$ cat config.mk
export PLATFORM = sky130hd
export DESIGN_NAME = lcg_fill_engine
export DESIGN_NICKNAME = d
export VERILOG_FILES = /design/src/rtl/lcg_fill_pkg.sv /design/src/rtl/lcg_core.sv /design/src/rtl/fill_sequencer.sv /design/src/rtl/wport_mux.sv /design/src/rtl/lcg_fill_engine.sv
export SDC_FILE = /design/constraint.sdc
export NUM_CORES = 1
export LEC_CHECK = 0
export ABC_AREA = 1
export BUFFER_PORTS_ARGS = -buffer_cell sky130_fd_sc_hd__buf_2
export CELL_PAD_IN_SITES_DETAIL_PLACEMENT = 0
export CELL_PAD_IN_SITES_GLOBAL_PLACEMENT = 2
export CORE_AREA = 2 2 96 75
export CTS_CLUSTER_DIAMETER = 200
export DETAILED_ROUTE_END_ITERATION = 6
export DIE_AREA = 0 0 98 77
export GPL_ROUTABILITY_DRIVEN = 0
export PLACE_DENSITY = 0.74
export REMOVE_ABC_BUFFERS = 1
export SLEW_MARGIN = 20
export SYNTH_ARGS = -nofsm -noshare
export SYNTH_HDL_FRONTEND = slang
export SYNTH_SLANG_ARGS = --single-unit
$ cat constraint.sdc
create_clock -name clk -period 2.1 [get_ports clk]
set_input_delay 0.105 -clock clk [delete_from_list [all_inputs] [get_ports clk]]
set_output_delay 0.105 -clock clk [all_outputs]
set_load 0.05 [all_outputs]
$ cat src/rtl/lcg_fill_pkg.sv
package lcg_fill_pkg;

  localparam int unsigned FILL_W_DEF     = 8;
  localparam int unsigned FILL_DEPTH_DEF = 255;
  localparam logic [7:0]  LCG_MULT_DEF   = 8'h11;
  localparam logic [7:0]  LCG_INCR_DEF   = 8'h9D;
  localparam logic [7:0]  LCG_SEED_DEF   = 8'hD7;

  // bit positions the processor decodes
  localparam int unsigned CTRL_START_BIT = 0;
  localparam int unsigned STAT_DONE_BIT  = 0;

  typedef enum logic [0:0] {
    SEQ_IDLE = 1'b0,
    SEQ_RUN  = 1'b1
  } seq_state_t;

endpackage

$ cat src/rtl/lcg_core.sv
module lcg_core #(
  parameter int unsigned W    = 8,
  parameter logic [W-1:0] MULT = 8'h11,
  parameter logic [W-1:0] INCR = 8'h9D,
  parameter logic [W-1:0] SEED = 8'hD7
) (
  input  logic         clk,
  input  logic         rst,
  input  logic         load,
  input  logic         step,
  output logic [W-1:0] val_q
);

  logic [W-1:0] nxt;

  // shift-add over multiplier bits; W-bit sums wrap mod 2^W
  always_comb begin
    nxt = INCR;
    for (int i = 0; i < int'(W); i++) begin
      if (MULT[i]) nxt = nxt + (val_q << i);
    end
  end

  always_ff @(posedge clk) begin
    if (rst)       val_q <= SEED;
    else if (load) val_q <= SEED;
    else if (step) val_q <= nxt;
  end

endmodule

$ cat src/rtl/fill_sequencer.sv
module fill_sequencer
  import lcg_fill_pkg::*;
#(
  parameter int unsigned DEPTH  = 255,
  parameter int unsigned ADDR_W = 8
) (
  input  logic              clk,
  input  logic              rst,
  input  logic              ctrl_wr,
  input  logic              start_bit,
  output logic              busy,
  output logic              done_q,
  output logic              load_seed,
  output logic              step,
  output logic [ADDR_W-1:0] idx_q
);

  localparam logic [ADDR_W-1:0] LAST_IDX = ADDR_W'(DEPTH - 1);

  seq_state_t state_q;

  assign busy      = (state_q == SEQ_RUN);
  assign load_seed = ctrl_wr && start_bit && !busy;
  assign step      = busy;

  always_ff @(posedge clk) begin
    if (rst) begin
      state_q <= SEQ_IDLE;
      idx_q   <= '0;
      done_q  <= 1'b0;
    end else begin
      case (state_q)
        SEQ_IDLE: begin
          if (ctrl_wr) begin
            done_q <= 1'b0;
            if (start_bit) begin
              state_q <= SEQ_RUN;
              idx_q   <= '0;
            end
          end
        end
        SEQ_RUN: begin
          if (idx_q == LAST_IDX) begin
            state_q <= SEQ_IDLE;
            done_q  <= 1'b1;
          end else begin
            idx_q <= idx_q + ADDR_W'(1);
          end
        end
        default: state_q <= SEQ_IDLE;
      endcase
    end
  end

endmodule

$ cat src/rtl/wport_mux.sv
module wport_mux #(
  parameter int unsigned ADDR_W = 8,
  parameter int unsigned W      = 8
) (
  input  logic              clk,
  input  logic              rst,
  input  logic              eng_sel,
  input  logic [ADDR_W-1:0] eng_addr,
  input  logic [W-1:0]      eng_data,
  input  logic              cpu_we,
  input  logic [ADDR_W-1:0] cpu_addr,
  input  logic [W-1:0]      cpu_data,
  output logic              we_q,
  output logic [ADDR_W-1:0] addr_q,
  output logic [W-1:0]      data_q,
  output logic              src_eng_q
);

  always_ff @(posedge clk) begin
    if (rst) begin
      we_q      <= 1'b0;
      addr_q    <= '0;
      data_q    <= '0;
      src_eng_q <= 1'b0;
    end else if (eng_sel) begin
      we_q      <= 1'b1;
      addr_q    <= eng_addr;
      data_q    <= eng_data;
      src_eng_q <= 1'b1;
    end else begin
      we_q      <= cpu_we;
      addr_q    <= cpu_addr;
      data_q    <= cpu_data;
      src_eng_q <= 1'b0;
    end
  end

endmodule

$ cat src/rtl/lcg_fill_engine.sv
module lcg_fill_engine
  import lcg_fill_pkg::*;
#(
  parameter int unsigned     DATA_W = FILL_W_DEF,
  parameter int unsigned     DEPTH  = FILL_DEPTH_DEF,
  parameter logic [DATA_W-1:0] MULT = LCG_MULT_DEF,
  parameter logic [DATA_W-1:0] INCR = LCG_INCR_DEF,
  parameter logic [DATA_W-1:0] SEED = LCG_SEED_DEF,
  localparam int unsigned    ADDR_W = $clog2(DEPTH)
) (
  input  logic              clk,
  input  logic              rst,
  input  logic              ctrl_wr,
  input  logic [DATA_W-1:0] ctrl_wdata,
  output logic [DATA_W-1:0] status_q,
  input  logic              cpu_ram_we,
  input  logic [ADDR_W-1:0] cpu_ram_addr,
  input  logic [DATA_W-1:0] cpu_ram_wdata,
  output logic              ram_we,
  output logic [ADDR_W-1:0] ram_addr,
  output logic [DATA_W-1:0] ram_wdata
);

  logic              busy;
  logic              done_q;
  logic              load_seed;
  logic              step;
  logic [ADDR_W-1:0] idx_q;
  logic [DATA_W-1:0] val_q;
  logic              src_eng;
  logic              ctrl_unused_bits;

  assign ctrl_unused_bits = ^ctrl_wdata;

  fill_sequencer #(.DEPTH(DEPTH), .ADDR_W(ADDR_W)) u_seq (
    .clk       (clk),
    .rst       (rst),
    .ctrl_wr   (ctrl_wr),
    .start_bit (ctrl_wdata[CTRL_START_BIT]),
    .busy      (busy),
    .done_q    (done_q),
    .load_seed (load_seed),
    .step      (step),
    .idx_q     (idx_q)
  );

  lcg_core #(.W(DATA_W), .MULT(MULT), .INCR(INCR), .SEED(SEED)) u_gen (
    .clk   (clk),
    .rst   (rst),
    .load  (load_seed),
    .step  (step),
    .val_q (val_q)
  );

  wport_mux #(.ADDR_W(ADDR_W), .W(DATA_W)) u_mux (
    .clk       (clk),
    .rst       (rst),
    .eng_sel   (busy),
    .eng_addr  (idx_q),
    .eng_data  (val_q),
    .cpu_we    (cpu_ram_we),
    .cpu_addr  (cpu_ram_addr),
    .cpu_data  (cpu_ram_wdata),
    .we_q      (ram_we),
    .addr_q    (ram_addr),
    .data_q    (ram_wdata),
    .src_eng_q (src_eng)
  );

  always_comb begin
    status_q                = '0;
    status_q[STAT_DONE_BIT] = done_q;
  end

endmodule

Word level (Yosys, flattened, before mapping). Cells that the tools add are included.

Flip-flop bits (word level): 35. Output and inout port bits: 25. Logic and storage cells: 36.

Bitwise operators: 1. Add/subtract/negate cells: 3. Multiplexer cells: 14. Reduce and logical (&&, ||, !) cells: 6. Eq/ne operators: 5.

Operators with widths (number): 8-bit two-way mux (5); 8-bit case mux with 2 select lines (1); 8-bit by 1-bit adder with 8-bit output (second input constant) (1); 8-bit adder (1); 8-bit adder (first input constant) (1); 8-bit == test (second input constant) (1); 2-bit != test (second input constant) (4); 1-bit two-way mux (6); 1-bit case mux with 2 select lines (2); 3-bit AND reduction (1); 1-bit logical AND (2); 2-bit AND reduction (1); 2-bit OR reduction (1); 1-bit zero test (1); 1-bit NOT (1).

Logic depth before layout (Yosys ltp).
Word-level depth: 3. Mapped depth: 11. Depth with buffers taken out: 11.

Cells and area by module. From an unflattened synthesis, not the netlist that was laid out.

Cells, all modules: 295. Area total of the unflattened synthesis: 1995.7 µm².

By module, submodules not included: wport_mux (sequential area each 360.3 µm², area an instance 732.0 µm², cells each 108, instances 1); lcg_core (sequential area each 160.2 µm², area an instance 620.6 µm², cells each 94, instances 1); fill_sequencer (sequential area each 200.2 µm², area an instance 579.3 µm², cells each 84, instances 1); lcg_fill_engine (sequential area each 0.0 µm², area an instance 63.8 µm², cells each 9, instances 1).

Least setup slack after synthesis. No wires, ideal clock.

Path type: register -> register. Start point: reg u_gen.val_q[0]. End point: reg u_gen.val_q[5]. Slack: 533 ps. Arrival: 1454 ps. Stages on the path, launching flop included: 10. Library setup time: 113 ps. Path buffers: 0. Cells stage by stage: dfxtp_1 inv_1 ha_1 inv_1 ha_1 a21oi_1 nand2_1 xor2_1 o21ai_1 inv_1.

Word-level cells in the longest chain between the ends: 2.

Ends and longest elaborated chain: from (decl) (line lcg_core.sv:11) `output logic [W-1:0] val_q`; from (signal assigned) (line lcg_core.sv:27) `else if (step) val_q <= nxt;`; 8-bit adder (line lcg_core.sv:20) `if (MULT[i]) nxt = nxt + (val_q << i);`; 8-bit adder * (line lcg_core.sv:20).

Mark *: on every way between the ends. The rest lies on a longest branch, timed or not. A chain may end at the register's enable or synchronous reset.

Worst setup path after layout.
Start point: reg u_gen.val_q[1]. End point: reg u_gen.val_q[6].

Same word-level chain as after synthesis.

==> results.ini <==
[floorplanning]
pin_count=53
die_y_microns=77
core_sq_um=6600
rows=26
die_w_microns=98
dieArea_sq_um=7550
start_util_pct=27.1

[pwr]
pwr-share-comb_pct=23.6
fin_total_pwr_uw=1600
power.switching_uw=529
power_density_nw_per_um2=751
intPower_uw=1070
power_frac_seq_pct=45.0
switching_share_pct=33.1
leakagePower_uw=0.00104
peakVddDrop_uv=262
clock_power_share_pct=31.4

[route]
vias=1506
ant_nets=0
drt_iter0_drc=50
wl_met3_microns=266
routed.top_layer=met4
drc_errors=0
vias_per_cell=4.22
drt-met1-wl_mm=2.44
wl_met2_mm=1.42
finalWirelength_mm=4.17
avgRoutedWirePerCell_microns=11.7
drt_pass1_iterations=4

[synthesis]
yosysTopAreaCellShare_pct=39.1
synth_top_area_cell=dfxtp_1
synthMuxAreaShare_pct=0
synth_compound_area_share_pct=14.9
synth.distinct_cells=28
ys_top_cells_by_area=dfxtp_1 39%, ha_1 9.1%, nand2_1 7.8%
synthAdderAreaFrac_pct=9.08
synth_area_sq_um=1790
yosysWarningCount=0
synth_simple_gate_area_share_pct=23.7
ys_seq_area_share_pct=39.1
synth_top_family_by_area=simple AND/OR/NAND/NOR gates
synthCells=234
yosys.area_share.xor_xnor_pct=2.93
syn_area_per_cell_sq_um=7.66
ys_ff_latch=35

[sta]
rsz0062_at_grt=no
hold_viol_final=0
fin_crit_sh_pct=81.9
setup_violations=0
fin_setup_tns_ns=0
period_minus_slack_ns=1.72
setup_ws_ns=0.381
clock.fmax_mhz=582
maxSlewViolCount=0
clock_skew_ns=0.0113

[clocking]
clk_pin_slew_ns=0.08
cts_max_path_buffers=2
clkSinkCount=35
cts_buffers=5
clkLatencyLatePin_ns=0.29
post_cts_buffers=0
htreeDepth=2
cts_tree=done
cts_resized=0
postCtsHoldBufs=0
cts.root.buffer_cell=clkbuf_8

[finish]
layout_commonest_cell=buf_2
nets=314
postLayoutCoreUtil_pct=32.2
area_growth_pct=18.6
stdcell_count=357
diodes=0
final_cell_mix=38 x buf_2, 37 x nand2_1, 35 x dfxtp_1, 30 x nor2_1, 23 x a21oi_1
drive_above_1_share_pct=24.5

[placement]
numPortBuffers=38
hpwl_mm=3.03
pre_cts_ws_ns=0.391
place_inst=350

[critical_path]
critPathMaxFanout=4
cp_top_family=adder cells
critPathCaptureType=flop
worst-path-buf-inv=0
slowest_delay_ns=0.43
crit_chain=ha_1 > ha_1 > a21o_1 > a21oi_1 > nand3_1 > nand3_1 > nand2_1
crit_path_start_kind=flop
critPathArrivalTime_ns=1.91
path_class=flop to flop
required_ns=2.29
crit_path_top_delay_cell=dfxtp_1

[global_routing]
antenna_found_initial=0
grt_pass1_wl_mm=7.18
grt_max_degree=21
grt-ovfl-total=0
grt_usage_pct=11.9
grt_pass1_vias=1393

[flow_run]
drv.max_cap_violation_count=0

[hold_path]
hold_class=input port to flop

[status]
status=finished, final reports clean

==> worst reg2reg max path, cell delays in order, from the launching register on <==
cell,delay [ns]
dfxtp_1,0.43
ha_1,0.26
ha_1,0.35
a21o_1,0.19
a21oi_1,0.16
nand3_1,0.09
nand3_1,0.09
nand2_1,0.05
==> through the flow <==
step                hold WS [ns]  area [sq um]
finish                    0.0261          2130
global route              0.0483          2130
CTS                       0.0220          2130
detailed placement         0.323          2040
global placement           0.323          2040
floorplan                  0.167          1720
==> final timing paths <==
| path | from | endpoint | slack [ns] | cells after the start |
|---|---|---|---|---|
| max | u_gen.val_q[1] | u_gen.val_q[6] | 0.38 | 7 |
| min reg2reg | u_seq.done_q | u_seq.done_q | 0.47 | 1 |
| max reg2reg | u_gen.val_q[1] | u_gen.val_q[6] | 0.38 | 7 |
| min | cpu_ram_we | u_mux.we_q | 0.03 | 3 |
==> synthesized netlist by cell type <==
cell      number
nand2_1       37
dfxtp_1       35
nor2_1        30
a21oi_1       23
inv_1         19
o21ai_0       17
ha_1          13
nand3_1       13
buf_4          9
xor2_1         6
inv_2          4
buf_2          3
nand2_4        3
nor2_2         3
a21oi_2        2
clkbuf_1       2
nand2_2        2
nor2_4         2
o21ai_1        2
a21o_1         1
a21oi_4        1
buf_1          1
conb_1         1
nand3_2        1
nor3_1         1
o211ai_1       1
o21a_1         1
or2_2          1
==> per-layer routing <==
layer  vias up  global-route usage, %
li1        815                      -
met1       642                   19.3
met2        44                   14.7
met3         5                   3.37
met4         0                   2.92
met5         -                      0
==> logic make-up after synthesis <==
| family | Yosys count |
|---|---|
| AO/OA/AOI/OAI | 48 |
| AND/OR/NAND/NOR | 93 |
| XOR/XNOR | 6 |
| other | 1 |
| flip-flops | 35 |
| adder cells (fa/ha/maj) | 13 |
| buffers and inverters | 38 |
==> sequential cells by signal, indices dropped and copies added, names as in the netlist <==
register	flops
u_seq.busy	1
u_seq.idx_q	8
u_mux.addr_q	8
u_seq.done_q	1
u_mux.we_q	1
u_mux.data_q	8
u_gen.val_q	8
==> power groups by stage <==
stage	Sequential [uW]	Clock [uW]	Combinational, uW
6_report	719	501	377
4_1_cts	719	522	381
2_1_floorplan	830	0	183
5_1_grt	723	554	418
3_5_place_dp	734	0	380
3_3_place_gp	734	0	379
==> cell type report <==
cell class	count	area [sq um]
Fill cell	738	4480
Multi-Input combinational cell	167	933
Sequential cell	35	701
Timing Repair Buffer	41	213
Tap cell	84	105
Inverter	23	86.3
Clock buffer	6	82.6
Clock inverter	1	5.00
(Power assumes the default switching activity.)
